### src/rtl/i2c_rcv_pkg.sv
// Package: shared state encoding for the bus recovery sequencer.
// Assumes: nothing; types only.
package i2c_rcv_pkg;

    typedef enum logic [2:0] {
        ST_IDLE  = 3'd0,  // lines released, waiting for a command
        ST_PLOW  = 3'd1,  // recovery pulse, SCL pulled low
        ST_PHIGH = 3'd2,  // recovery pulse, SCL released, SDA sampled at end
        ST_SLOW  = 3'd3,  // stop: SCL low, SDA low
        ST_SHIGH = 3'd4   // stop: SCL released, SDA still low
    } rcv_state_t;

endpackage

### src/rtl/i2c_rcv_counter.sv
// Module: pulse counter for the recovery sequencer.
// Counts the SCL pulses issued in the current recovery and flags the last one.
// Assumes: clear and inc are never both needed to act (clear wins).
module i2c_rcv_counter #(
    parameter int MAX_PULSES = 8,
    localparam int CW = $clog2(MAX_PULSES + 1)
) (
    input  logic          clk,
    input  logic          rst_n,
    input  logic          clear,
    input  logic          inc,
    output logic [CW-1:0] cnt,
    output logic          last
);
    localparam logic [CW-1:0] LAST_VAL = CW'(MAX_PULSES - 1);
    localparam logic [CW-1:0] MAX_VAL  = CW'(MAX_PULSES);

    // Pulse count register: cleared on a new recovery, stepped per pulse.
    always_ff @(posedge clk) begin
        if (!rst_n)      cnt <= '0;
        else if (clear)  cnt <= '0;
        else if (inc)    cnt <= cnt + 1'b1;
    end

    // Flag that the pulse now in progress is the final permitted one.
    assign last = (cnt == LAST_VAL);

    p_cnt_bound_r5: assert property (@(posedge clk) disable iff (!rst_n)
        cnt <= MAX_VAL)
        else $error("pulse count above limit");

endmodule

### src/rtl/i2c_rcv_fsm.sv
// Module: sequencing control for bus recovery and stop generation.
// Advances one SCL half-phase per tick, stretches high phases until SCL reads
// high, and owns the sticky recovery-done flag.
// Assumes: tick is a one-cycle strobe; scl_in/sda_in are already synchronised.
module i2c_rcv_fsm
    import i2c_rcv_pkg::*;
(
    input  logic       clk,
    input  logic       rst_n,
    input  logic       tick,
    input  logic       recover_cmd,
    input  logic       stop_cmd,
    input  logic       scl_in,
    input  logic       sda_in,
    input  logic       cnt_last,
    output rcv_state_t state,
    output logic       cnt_clear,
    output logic       cnt_inc,
    output logic       rec_done
);
    logic rec_mode;   // the running stop belongs to a recovery
    logic hi_end;     // a high phase ends this cycle

    // High phases end only on a tick with SCL really high (clock stretching).
    assign hi_end    = tick && scl_in;
    // Counter controls: clear when a recovery is accepted, step per pulse end.
    assign cnt_clear = (state == ST_IDLE) && recover_cmd;
    assign cnt_inc   = (state == ST_PHIGH) && hi_end;

    // Main state, mode and done-flag register.
    always_ff @(posedge clk) begin
        if (!rst_n) begin
            state    <= ST_IDLE;
            rec_mode <= 1'b0;
            rec_done <= 1'b0;
        end else begin
            unique case (state)
                ST_IDLE: begin
                    if (recover_cmd) begin
                        rec_mode <= 1'b1;
                        if (sda_in) begin
                            rec_done <= 1'b1;
                        end else begin
                            rec_done <= 1'b0;
                            state    <= ST_PLOW;
                        end
                    end else if (stop_cmd) begin
                        rec_mode <= 1'b0;
                        rec_done <= 1'b0;
                        state    <= ST_SLOW;
                    end
                end
                ST_PLOW: begin
                    if (tick) state <= ST_PHIGH;
                end
                ST_PHIGH: begin
                    if (hi_end) begin
                        if (sda_in) begin
                            state <= ST_SLOW;
                        end else if (cnt_last) begin
                            state    <= ST_IDLE;
                            rec_done <= 1'b1;
                        end else begin
                            state <= ST_PLOW;
                        end
                    end
                end
                ST_SLOW: begin
                    if (tick) state <= ST_SHIGH;
                end
                ST_SHIGH: begin
                    if (hi_end) begin
                        state <= ST_IDLE;
                        if (rec_mode) rec_done <= 1'b1;
                    end
                end
                default: state <= ST_IDLE;
            endcase
        end
    end

    // an exhausted pulse train ends idle with done raised.
    p_fail_done_r5: assert property (@(posedge clk) disable iff (!rst_n)
        (state == ST_PHIGH && hi_end && !sda_in && cnt_last)
            |=> (state == ST_IDLE && rec_done))
        else $error("exhausted recovery did not finish");

    // a sampled-high SDA leads straight into the stop condition.
    p_early_stop_r4: assert property (@(posedge clk) disable iff (!rst_n)
        (state == ST_PHIGH && hi_end && sda_in) |=> (state == ST_SLOW))
        else $error("pulse train continued after SDA release");

    // a running sequence never re-enters idle on a command alone.
    p_cmd_ignored_r8: assert property (@(posedge clk) disable iff (!rst_n)
        (state == ST_PLOW && !tick) |=> (state == ST_PLOW))
        else $error("low phase left without tick");

endmodule

### src/rtl/i2c_rcv_drive.sv
// Module: open-drain enable decode for the recovery sequencer.
// Maps the sequencing state to SCL/SDA pull-down enables and busy.
// Assumes: state comes straight from a register, so outputs are glitch-free.
module i2c_rcv_drive
    import i2c_rcv_pkg::*;
(
    input  rcv_state_t state,
    output logic       scl_oe,
    output logic       sda_oe,
    output logic       busy
);
    // Line pull-down selection per phase.
    always_comb begin
        scl_oe = 1'b0;
        sda_oe = 1'b0;
        unique case (state)
            ST_PLOW:  scl_oe = 1'b1;
            ST_SLOW:  begin scl_oe = 1'b1; sda_oe = 1'b1; end
            ST_SHIGH: sda_oe = 1'b1;
            default:  ;
        endcase
    end

    // Busy whenever any sequence is running.
    assign busy = (state != ST_IDLE);

endmodule

### src/rtl/i2c_bus_recover.sv
// Module: I2C bus recovery sequencer, top level.
// Issues up to MAX_PULSES SCL pulses to free a stuck SDA, ends with a stop
// condition on success, and can drive a stand-alone stop on request.
// Assumes: scl_in/sda_in are synchronised line levels including this block's
// own pull-downs; tick is a one-cycle strobe per SCL half-phase.
module i2c_bus_recover #(
    parameter int MAX_PULSES = 8,
    localparam int CW = $clog2(MAX_PULSES + 1)
) (
    input  logic          clk,
    input  logic          rst_n,
    input  logic          tick,
    input  logic          recover_cmd,
    input  logic          stop_cmd,
    input  logic          scl_in,
    input  logic          sda_in,
    output logic          scl_oe,
    output logic          sda_oe,
    output logic          busy,
    output logic          rec_done,
    output logic [CW-1:0] pulse_cnt
);
    import i2c_rcv_pkg::*;

    rcv_state_t state;
    logic       cnt_clear;
    logic       cnt_inc;
    logic       cnt_last;

    i2c_rcv_fsm u_fsm (
        .clk         (clk),
        .rst_n       (rst_n),
        .tick        (tick),
        .recover_cmd (recover_cmd),
        .stop_cmd    (stop_cmd),
        .scl_in      (scl_in),
        .sda_in      (sda_in),
        .cnt_last    (cnt_last),
        .state       (state),
        .cnt_clear   (cnt_clear),
        .cnt_inc     (cnt_inc),
        .rec_done    (rec_done)
    );

    i2c_rcv_counter #(.MAX_PULSES(MAX_PULSES)) u_cnt (
        .clk   (clk),
        .rst_n (rst_n),
        .clear (cnt_clear),
        .inc   (cnt_inc),
        .cnt   (pulse_cnt),
        .last  (cnt_last)
    );

    i2c_rcv_drive u_drv (
        .state  (state),
        .scl_oe (scl_oe),
        .sda_oe (sda_oe),
        .busy   (busy)
    );

    // lines are released whenever no sequence is running.
    p_idle_release_r1: assert property (@(posedge clk) disable iff (!rst_n)
        !busy |-> (!scl_oe && !sda_oe))
        else $error("line driven while idle");

    // SDA is never pulled during the recovery pulse train.
    p_pulse_sda_free_r2: assert property (@(posedge clk) disable iff (!rst_n)
        (state == ST_PLOW || state == ST_PHIGH) |-> !sda_oe)
        else $error("SDA driven during pulses");

    // SDA is released only while SCL is released (a stop, never a start).
    p_stop_order_r4: assert property (@(posedge clk) disable iff (!rst_n)
        $fell(sda_oe) |-> !scl_oe)
        else $error("SDA released with SCL low");

    // each completed high phase adds exactly one to the pulse count.
    p_cnt_step_r3: assert property (@(posedge clk) disable iff (!rst_n)
        (state == ST_PHIGH && tick && scl_in)
            |=> (pulse_cnt == $past(pulse_cnt) + 1'b1))
        else $error("pulse count did not step");

    // the done flag is only ever seen while idle.
    p_done_idle_r9: assert property (@(posedge clk) disable iff (!rst_n)
        rec_done |-> !busy)
        else $error("done flag raised while busy");

endmodule

### config.mk
export PLATFORM = sky130hd
export DESIGN_NAME = i2c_bus_recover
export DESIGN_NICKNAME = d
export VERILOG_FILES = /design/src/rtl/i2c_rcv_pkg.sv /design/src/rtl/i2c_rcv_counter.sv /design/src/rtl/i2c_rcv_fsm.sv /design/src/rtl/i2c_rcv_drive.sv /design/src/rtl/i2c_bus_recover.sv
export SDC_FILE = /design/constraint.sdc
export NUM_CORES = 1
export LEC_CHECK = 0
export BUFFER_PORTS_ARGS = -buffer_cell sky130_fd_sc_hd__buf_2
export CAP_MARGIN = 30
export CORE_UTILIZATION = 39
export CTS_BUF_LIST = sky130_fd_sc_hd__clkbuf_8
export DETAILED_ROUTE_END_ITERATION = 8
export GPL_ROUTABILITY_DRIVEN = 0
export MAX_ROUTING_LAYER = met4
export PLACE_DENSITY = 0.63
export SKIP_CTS_REPAIR_TIMING = 1
export SYNTH_ARGS = -nofsm -noshare
export SYNTH_HDL_FRONTEND = slang
export SYNTH_HIERARCHICAL = 1
export SYNTH_SLANG_ARGS = --single-unit
### constraint.sdc
create_clock -name clk -period 1.9 [get_ports clk]
set_clock_uncertainty 0.15 [all_clocks]
set_input_delay 0.19 -clock clk [delete_from_list [all_inputs] [get_ports clk]]
set_output_delay 0.19 -clock clk [all_outputs]
set_load 0.01 [all_outputs]
# --- Word level (Yosys, flattened, before mapping) ---
# Cells that the tools add are included.
word_totals:
  in_bits: 7
  regBits: 9
  out_inout_bits: 8
  elab_cells: 55
classes:
  muxes: 22
  n_reduce_logical: 13
  add_sub_neg: 1
  bitwise: 1
  n_eq_ne: 14
ops:
  columns: ["cell", "count"]
  rows:
  - ["3-bit 2-to-1 mux", 8]
  - ["3-bit one-hot mux with 5 select lines", 1]
  - ["1-bit 2-to-1 mux", 12]
  - ["2-bit inequality test (second input constant)", 6]
  - ["7-bit AND reduction", 1]
  - ["3-bit by 2-bit == test with 1-bit output (second input constant)", 2]
  - ["3-bit inequality test (second input constant)", 2]
  - ["6-bit AND reduction", 1]
  - ["3-bit nonzero test", 2]
  - ["2-bit OR reduction", 3]
  - ["4-bit by 1-bit adder with 4-bit output (second input constant)", 1]
  - ["4-bit by 3-bit == test with 1-bit output (second input constant)", 1]
  - ["3-bit by 1-bit == test with 1-bit output (second input constant)", 1]
  - ["3-bit == test (second input constant)", 1]
  - ["1-bit logical AND", 3]
  - ["3-bit logical NOT", 1]
  - ["1-bit one-hot mux with 3 select lines", 1]
  - ["2-bit by 1-bit inequality test with 1-bit output (second input constant)", 1]
  - ["2-bit AND reduction", 1]
  - ["2-bit nonzero test", 1]
  - ["1-bit inverter", 1]

# --- Logic depth before layout (Yosys ltp) ---
# Gate-level depths: netlist (run 1).
logic_depth:
  word_depth: 5
  depth_mapped: 6
  depth_no_buf: 6

# --- By module ---
# The synthesis (run 1) kept the hierarchy.
modules_own_cells:
  columns: ["module", "area_per_inst_um2", "n_inst", "cells_per_inst", "seq_area_each_um2"]
  rows:
  - ["i2c_rcv_fsm", 347.8, 1, 44, 100.1]
  - ["i2c_rcv_counter", 191.4, 1, 18, 80.1]
  - ["i2c_rcv_drive", 32.5, 1, 5, 0.0]

# --- Least setup slack after synthesis (run 1) ---
# No wires, ideal clock.
synth_path:
  path_type: "flip-flop to flip-flop"
  startpoint: "register u_fsm.state[1]"
  endpoint: "register u_cnt.cnt[3]"
  setup_ps: 119
  path_buffers: 1
  synth_period_minus_slack_ps: 1528
  stages_incl_launch_ff: 6
  slack_ps: 372
  arrival_ps: 1259
  t_required_ps: 1631
  path_cell_list: "dfxtp_1 > buf_6 > nand3_1 > nor3_1 > nand4_1 > mux2i_1"
synth_between:
  word_cells_on_any_way: 5
  cone_classes: "eq/ne (1); reduce/logical (4)"
synth_lines:
  columns: ["element", "line_no", "rtl"]
  rows:
  - ["start, declared", "i2c_rcv_fsm.sv:16", "output rcv_state_t state,"]
  - ["start signal, assigned", "i2c_rcv_fsm.sv:33", "state <= ST_IDLE;"]
  - ["start signal, assigned", "i2c_rcv_fsm.sv:45", "state <= ST_PLOW;"]
  - ["start signal, assigned", "i2c_rcv_fsm.sv:50", "state <= ST_SLOW;"]
  - ["3-bit by 2-bit == test with 1-bit output", "i2c_rcv_fsm.sv:28", "assign cnt_inc = (state == ST_PHIGH) && hi_end;"]
  - ["1-bit logical AND", "i2c_rcv_fsm.sv:28", null]
  - ["via cnt_inc", "i2c_bus_recover.sv:27", "logic cnt_inc;"]
  - ["end signal, assigned", "i2c_rcv_counter.sv:22", "else if (inc) cnt <= cnt + 1'b1;"]
  - ["end, declared", "i2c_rcv_counter.sv:12", "output logic [CW-1:0] cnt,"]
# The timed path passes the listed nets, and every way through them passes these cells.
# A chain may end at the register's enable or synchronous reset.

# --- Final worst setup path (run 1) ---
layout_path:
  startpoint: "register u_fsm.state[2]"
  endpoint: "output port sda_oe"
layout_between:
  elab_chain_len: 3
  word_cells_on_any_way: 4
  cone_classes: "eq/ne (2); mux (1); reduce/logical (1)"
layout_lines:
  columns: ["element", "line_no", "rtl"]
  rows:
  - ["3-bit by 2-bit == test with 1-bit output or 3-bit == test (tied branches)", "i2c_rcv_drive.sv:16", "unique case (state)"]
  - ["2-bit OR reduction (no source line) *", null, null]
  - ["1-bit 2-to-1 mux *", "i2c_rcv_drive.sv:16", null]
  - ["end, declared", "i2c_bus_recover.sv:18", "output logic sda_oe,"]
# Every way passes the cells marked *; elsewhere a longest branch is shown, timed or not.

==> results of run 1 <==
Yosys cell counts, drive strengths merged:
cell     n
nand2b   1
a22o     1
and3     1
or2b     1
nor2b    3
mux2i    4
a41o     1
and3b    1
a21oi    6
buf      2
and4     1
nor2     3
nand3b   3
ha       1
or2      1
or3      1
or3b     2
nand2    5
nand3    1
inv      4
o2111ai  1
o21ai    3
nor3     2
o22ai    2
dfxtp    9
and2b    1
nand4    2
xor2     1
a21bo    1
and2     1
xnor2    1
sequential cells by signal, summed over array words and instances (netlist names):
name,cells
u_fsm/rec_done,1
u_fsm/state,3
u_fsm/rec_mode,1
u_cnt/cnt,4
cell type report:
| type | instances | share of cell area |
|---|---|---|
| flip-flops and latches | 9 | 0.259 |
| well taps | 15 | 0.0270 |
| multi-input cells | 52 | 0.514 |
| clock inverters | 1 | 0.00719 |
| clock buffers | 3 | 0.0594 |
| inverters | 4 | 0.0216 |
| repair buffers | 15 | 0.112 |
worst max-delay path, cell delays in order (launching register included):
cell,delay [ns]
dfxtp_1,0.52
or3b_1,0.38
o21ai_0,0.07
buf_2,0.14
cells by family (layout without fill, tap and decap cells):
logic type | after synthesis | after routing | synth area share
buf+inv | 6 | 23 | 0.0591
mux | 4 | 4 | 0.0700
compound gates | 15 | 15 | 0.173
flops | 9 | 9 | 0.315
fa+ha+maj | 1 | 1 | 0.0219
simple gates | 30 | 30 | 0.330
xor+xnor | 2 | 2 | 0.0306
power breakdown:
part,leakage (nW),total [W],internal [W],switching (W)
Combinational,0.233,0.000311,0.000154,0.000158
Clock,0.0255,0.000218,0.000143,0.0000748
Sequential,0.0735,0.000292,0.000228,0.0000641
Total,0.332,0.000821,0.000525,0.000297
stage by stage:
| stage | setup slack, ns | hold WS [ns] | area (um2) | cells |
|---|---|---|---|---|
| after floorplan | 0.372 | 0.168 | 572 | 67 |
| after global placement | 0.359 | 0.281 | 649 | 95 |
| after detailed placement | 0.339 | 0.286 | 649 | 95 |
| after CTS | 0.211 | 0.131 | 696 | 99 |
| after global routing | 0.103 | 0.152 | 696 | 99 |
| final | 0.222 | 0.137 | 696 | 99 |
worst max path at each step:
stage / start / end / slack, ns / depth (start not counted)
2_1_floorplan: u_fsm/state[1]$_SDFFE_PN0P_ / u_cnt/cnt[3]$_SDFFE_PP0P_ / 0.37 / 5
3_3_place_gp: u_fsm/state[1]$_SDFFE_PN0P_ / u_cnt/cnt[3]$_SDFFE_PP0P_ / 0.36 / 4
3_5_place_dp: u_fsm/state[1]$_SDFFE_PN0P_ / u_cnt/cnt[3]$_SDFFE_PP0P_ / 0.34 / 4
4_1_cts: u_fsm/state[2]$_SDFFE_PN0P_ / sda_oe / 0.21 / 3
5_1_grt: u_fsm/state[2]$_SDFFE_PN0P_ / sda_oe / 0.10 / 3
6_report: u_fsm/state[2]$_SDFFE_PN0P_ / sda_oe / 0.22 / 3
routing by layer:
metal / routed length (um) / vias to the layer above / part of all wire
met1: 550 / 235 / 0.50
met2: 500 / 13 / 0.45
met3: 52 / 2 / 0.047
met4: 6 / 0 / 0.0054
met5: 0 / - / 0
li1: - / 277 / -
==> impl_summary.md, run 1 <==
Layout
Measured on the finished design, the core utilization comes to 0.522. The number of antenna diodes in the final layout is 0. The multi-input combinational cells in the finished layout cover a total of around 360 um2.

The share of layout cells above drive strength 1 is 0.298. The layout has ~130 filler cells. For this run, the post-layout net count is 93. Leaving out fill and tap cells, the most frequent cell in the layout is buf_2. Summing all flip-flop and latch instances after layout gives roughly 180 um2.

The area growth from synthesis to final layout is 21.7%. The library cells used most frequently in the layout, excluding fill and tap cells, are buf_2, dfxtp_1, a21oi_1, nand2_1.

Drt
The number of nets with antenna violations after detailed routing is 0. The pre-antenna-repair detailed-routing pass consisted of 3 iterations. The detailed-route DRC error count is 0. The detailed-route wire length per cell is around 11 um. The detailed router's first-iteration violation count is 3.

The final route contains about 530 vias. The per-cell via count in the routed design is between 5 and 6. Summed over all layers, the routed wires come to 1.11 mm.

GRT
The met1 usage is 0.214. The met3 track demand over resource is 0.0333. The global routing stage identified its most utilized layer as met2. The total grt overflow is 0. The total routing usage reported by global routing is 0.159. The met2 usage is 0.226.

The pin count of the biggest net entering global routing is 14. The first-pass GRT wire length is 1.66 mm. The number of global-route vias before repair is about 400. The number of antenna violations at the first check in global routing is 0.

Floorplanning
The floorplan step defined a die boundary enclosing 0.00162 mm2. In this run the horizontal extent of the chip is 40.3 um. For this configuration, the core starts out at a cell density of 0.429. The overall die height is ~40 um. During I/O placement, the number of pins put on the boundary was 15. The number of placement rows is 13.

The total area inside the core boundary comes to 0.00133 mm2.

Worst setup path
The critical path start-end classification is reg2out. In this run the worst path has a maximum fanout of 12. The setup slack of the worst register-to-register path is ~0.30 ns. The origin of the critical flop-to-flop path is u_fsm/state[1]$_SDFFE_PN0P_. The worst reg2reg path depth is 4.

For the worst setup path, the data arrival time is between 1 and 1.5 ns. The endpoint kind of the worst setup timing path is a primary output. STA classifies the critical path startpoint as a flip-flop.

The capturing point of the worst reg2reg path is u_cnt/cnt[3]$_SDFFE_PP0P_. The data required time at the worst endpoint is between 1.5 and 2 ns.

Clock network
The number of sinks handled by clock tree synthesis is 9. Clock-pin slew was measured on the worst setup and hold paths at roughly 0.050 ns. In this run, CTS created clock tree buffers numbering 3. TritonCTS built the clock tree. In this run the clock root is driven by a clkbuf_8.

The number of buffers between clock root and the deepest sink is 2. The deepest level of the CTS H-tree is 1. The insertion delay of the later-clocked pin in the worst-skew pair is around 0.23 ns.

Pwr
Dividing total power by cell area gives a power density of 1180 mW/mm2. The leakage dissipation is approximately 0.33 nW. Power comes to 0.000821 W. IR analysis of the VDD net gives a maximum drop of around 0.52 mV.

Synth
The cell taking the most area after synthesis is dfxtp_1. Counting every net in the synthesized netlist gives between 70 and 80. The share of synthesized area occupied by flip-flops and latches is 0.315.

By area the synthesized netlist is led by dfxtp_1, mux2i_1, a21oi_1, nand3b_1, nand2_1. The portion of synthesized cell area occupied by the leading cell type is 0.315. The count of cell types in the netlist is 34.

Yosys printed 6 warnings. Synthesis inferred 9 register bits. The synthesized netlist cell count is 67. A synthesized cell averages around 8.5 um2. The cell area after technology mapping is 572 um2.

STA
Setup repair after global routing left no endpoint under its margin. The final critical-path share of the clock period is 0.883. The final count of pins violating max slew is 0. The maximum achievable frequency is between 500 and 600 MHz. The worst slew margin relative to its limit is 0.715.

The final sum of negative setup slack is 0 ns. The post-layout minimum cycle time is between 1.5 and 2 ns. The hold violation total from the final report is 0. Setup violations remaining at the end of the flow were counted as 0.

The slew at the pin with the worst max-slew slack is 0.427 ns.

Run
Across the run, the number of max-cap violations was 0.

Placement
The detailed placement HPWL is roughly 840 um. In this run the tool buffered the top-level ports with 14 buffer cells.

Hold path
The instance count along the most critical hold path is 3. The terminating pin of the worst hold path is u_fsm/state[0]$_SDFFE_PN0P_. The startpoint identified for the worst hold timing path is rst_n. The worst hold path class is in2reg.

Outcome
The run finished with clean final reports.
(Power assumes the default switching activity.)
==> run 2: changes to the inputs <==
Settings changed: PLACE_DENSITY 0.63 to 0.6.
==> run 2 against run 1 <==
Compared with the run above:
- cell count did not move
- count of clock-buffer cells in the layout stayed put
- global-route usage rose by 0.28 points
- flip-flop and latch count unchanged
- register-to-register slack about the same
- highest routed layer unchanged
- largest power group unchanged
- sequential power hardly changed
==> impl_summary.md, run 2 (synthesis results as in run 1) <==
Outcome
The flow ran to the end, and the final reports show no timing, DRC or antenna violations.

Worst setup path
The endpoint kind of the worst setup timing path is a primary output. The critical path goes through or3b_1 > o21ai_0 > buf_2. The launching element type of the critical path is a flip-flop. The setup check on the worst reg-to-reg path leaves a slack of 0.31 ns.

The data required time at the worst endpoint is around 1.6 ns. In this design, the stage delay of the slowest critical-path cell is roughly 0.54 ns. The biggest fanout along the worst timing path is 12.

The critical path start-end classification is reg2out. The critical path's slowest cell is dfxtp_1. The arrival time at the worst endpoint is 1.36 ns.

STA
The final count of pins violating max slew came to 0. The final setup slack of the worst path is 0.197 ns. Summed over all failing endpoints, the final setup total negative slack is 0 ns. The slew at the pin with the worst max-slew slack is around 0.42 ns. The final critical-path share of the clock period is 0.896. The worst slew margin relative to its limit is 0.721. The hold violation total from the final report is 0. Setup repair after global routing left no endpoint under its margin. Derived from the worst setup path, the maximum achievable clock frequency is between 500 and 600 MHz. The count of endpoints failing setup in the final report is 0. The post-layout minimum cycle time is roughly 1.7 ns.

Pwr
In this run the static leakage power is roughly 0.33 nW. Of the total power, combinational logic draws 0.379. Internal power comes to 0.000524 W. The power share of the sequential group is 0.357. The clock network fraction of total power is 0.264. The power density normalized to cell area is 1170 mW/mm2.

Of the total power, the share spent switching nets is 0.357. The switching component of the power is 0.000291 W. The worst-case IR drop observed on VDD is 0.447 mV.

Clock network
After clock tree synthesis, the clock-pin slew on the worst setup and hold paths is 0.05 ns. TritonCTS built the clock tree. The number of sinks handled by clock tree synthesis is 9.

The cell sitting at the root of the clock tree is a clkbuf_8. The deepest level of the CTS H-tree is 1. The insertion delay of the later-clocked pin in the worst-skew pair is about 0.23 ns.

The number of buffers between clock root and the deepest sink is 2. In this run, CTS created clock tree buffers numbering 3.

Layout
The largest registers in the layout are u_cnt/cnt: 4 flops, u_fsm/state: 3 flops. Relative to the synthesized area, the layout overhead comes to 21.7%. The number of standard cells in the layout, taps in and fillers out is 99.

The count of inserted antenna diode cells is 0. The most common cell after layout, fill and taps aside is buf_2. In the final layout, the share of cells above drive strength 1 is 0.298. The finished cells cover approximately 700 um2. In the layout the commonest cells are buf_2, dfxtp_1, a21oi_1, nand2_1. The register with the highest flop count is u_cnt/cnt. After the last flow step, the layout net total stands at 93. The register with the most flip-flops in the layout has 4 of them.

Placement
The minimum setup slack after placement is approximately 0.34 ns. After detailed placement, the design holds a cell count of between 90 and 100. After detailed placement, the total cell area comes to between 600 and 700 um2. The number of I/O port buffers is 14. The wire-length estimate of the detail-placed layout is between 800 and 900 um.

GRT
The number of global-route vias before repair is 431. For this run, the total global-route usage over all layers was measured as 0.162. The first global-routing pass estimated 1.70 mm of wire.

The number of antenna violations at the first check in global routing is 0. For this run the aggregate overflow at the end of global routing stands at 0. Entering global routing, the biggest net connects 14 pins.

Floorplanning
The I/O pin count is 15. In this run the horizontal extent of the chip is between 40 and 50 um. The initial core utilization is 0.429. The overall die height is between 40 and 50 um. The floorplan step defined a core boundary enclosing 0.00133 mm2. The die covers between 0.0015 and 0.002 mm2. After floorplanning, the core was divided into 13 placement rows.

Hold path
In this run the worst hold path is classified as in2reg.

Drt
The detailed router finished its first iteration with 7 violations. The detailed router placed around 520 vias in this run. The per-cell via count in the routed design is approximately 5.3. The final layout contains routed wiring with a total length of between 1 and 1.5 mm. For this run, design rule violations remaining after detail routing come to 0.

The detailed-route wire length per cell is around 11 um. The number of nets with antenna violations after detailed routing is 0. The first TritonRoute pass finished after 4 iterations.

Run
The max capacitance violation total is 0.
[run 2: cell counts in the layout (fill, tap and decap cells not counted)]
No cell type changed its count.
[run 2: cell type report]
type	instances	area [um2]
clock buffers	3	41.3
clock inverters	1	5.00
multi-input cells	52	358
fillers	132	638
well taps	15	18.8
inverters	4	15.0
repair buffers	15	77.6
flip-flops and latches	9	180
[run 2: power groups by stage]
| stage | Clock [W] | Sequential, W | Combinational [W] |
|---|---|---|---|
| 6_report | 0.000215 | 0.000291 | 0.000309 |
| 4_1_cts | 0.000228 | 0.000290 | 0.000313 |
| 5_1_grt | 0.000243 | 0.000299 | 0.000350 |
| 3_5_place_dp | 0 | 0.000294 | 0.000311 |
| 3_3_place_gp | 0 | 0.000290 | 0.000312 |
| 2_1_floorplan | 0 | 0.000272 | 0.000260 |
[run 2: critical path: cells and delay by family, from the launching register on]
family / cells / cell delay, ns
compound gates: 1 / 0.07
simple gates: 1 / 0.37
buf+inv: 1 / 0.15
flops: 1 / 0.54
[run 2: metal layers]
layer,track usage,vias to the layer above,share of wire
met3,0.0333,2,0.046
met2,0.278,12,0.46
met5,-,-,0
met4,0.0750,0,0.0074
met1,0.178,236,0.49
li1,-,274,-
[run 2: final timing paths]
check,start,end,depth (start not counted)
setup / recovery,u_fsm/state[2]$_SDFFE_PN0P_,sda_oe,3
hold / removal,rst_n,u_fsm/rec_done$_SDFFE_PN0P_,3
setup reg to reg,u_fsm/state[1]$_SDFFE_PN0P_,u_cnt/cnt[3]$_SDFFE_PP0P_,4
hold reg to reg,u_fsm/rec_done$_SDFFE_PN0P_,u_fsm/rec_done$_SDFFE_PN0P_,2
[run 2: through the flow]
| stage | util | power (W) | hold WS [ns] |
|---|---|---|---|
| 5_1_grt | 0.522 | 0.000892 | 0.150 |
| 4_1_cts | 0.522 | 0.000831 | 0.130 |
| 2_1_floorplan | - | 0.000532 | 0.168 |
| 3_3_place_gp | 0.487 | 0.000602 | 0.283 |
| 6_report | 0.522 | 0.000815 | 0.132 |
| 3_5_place_dp | 0.487 | 0.000605 | 0.287 |
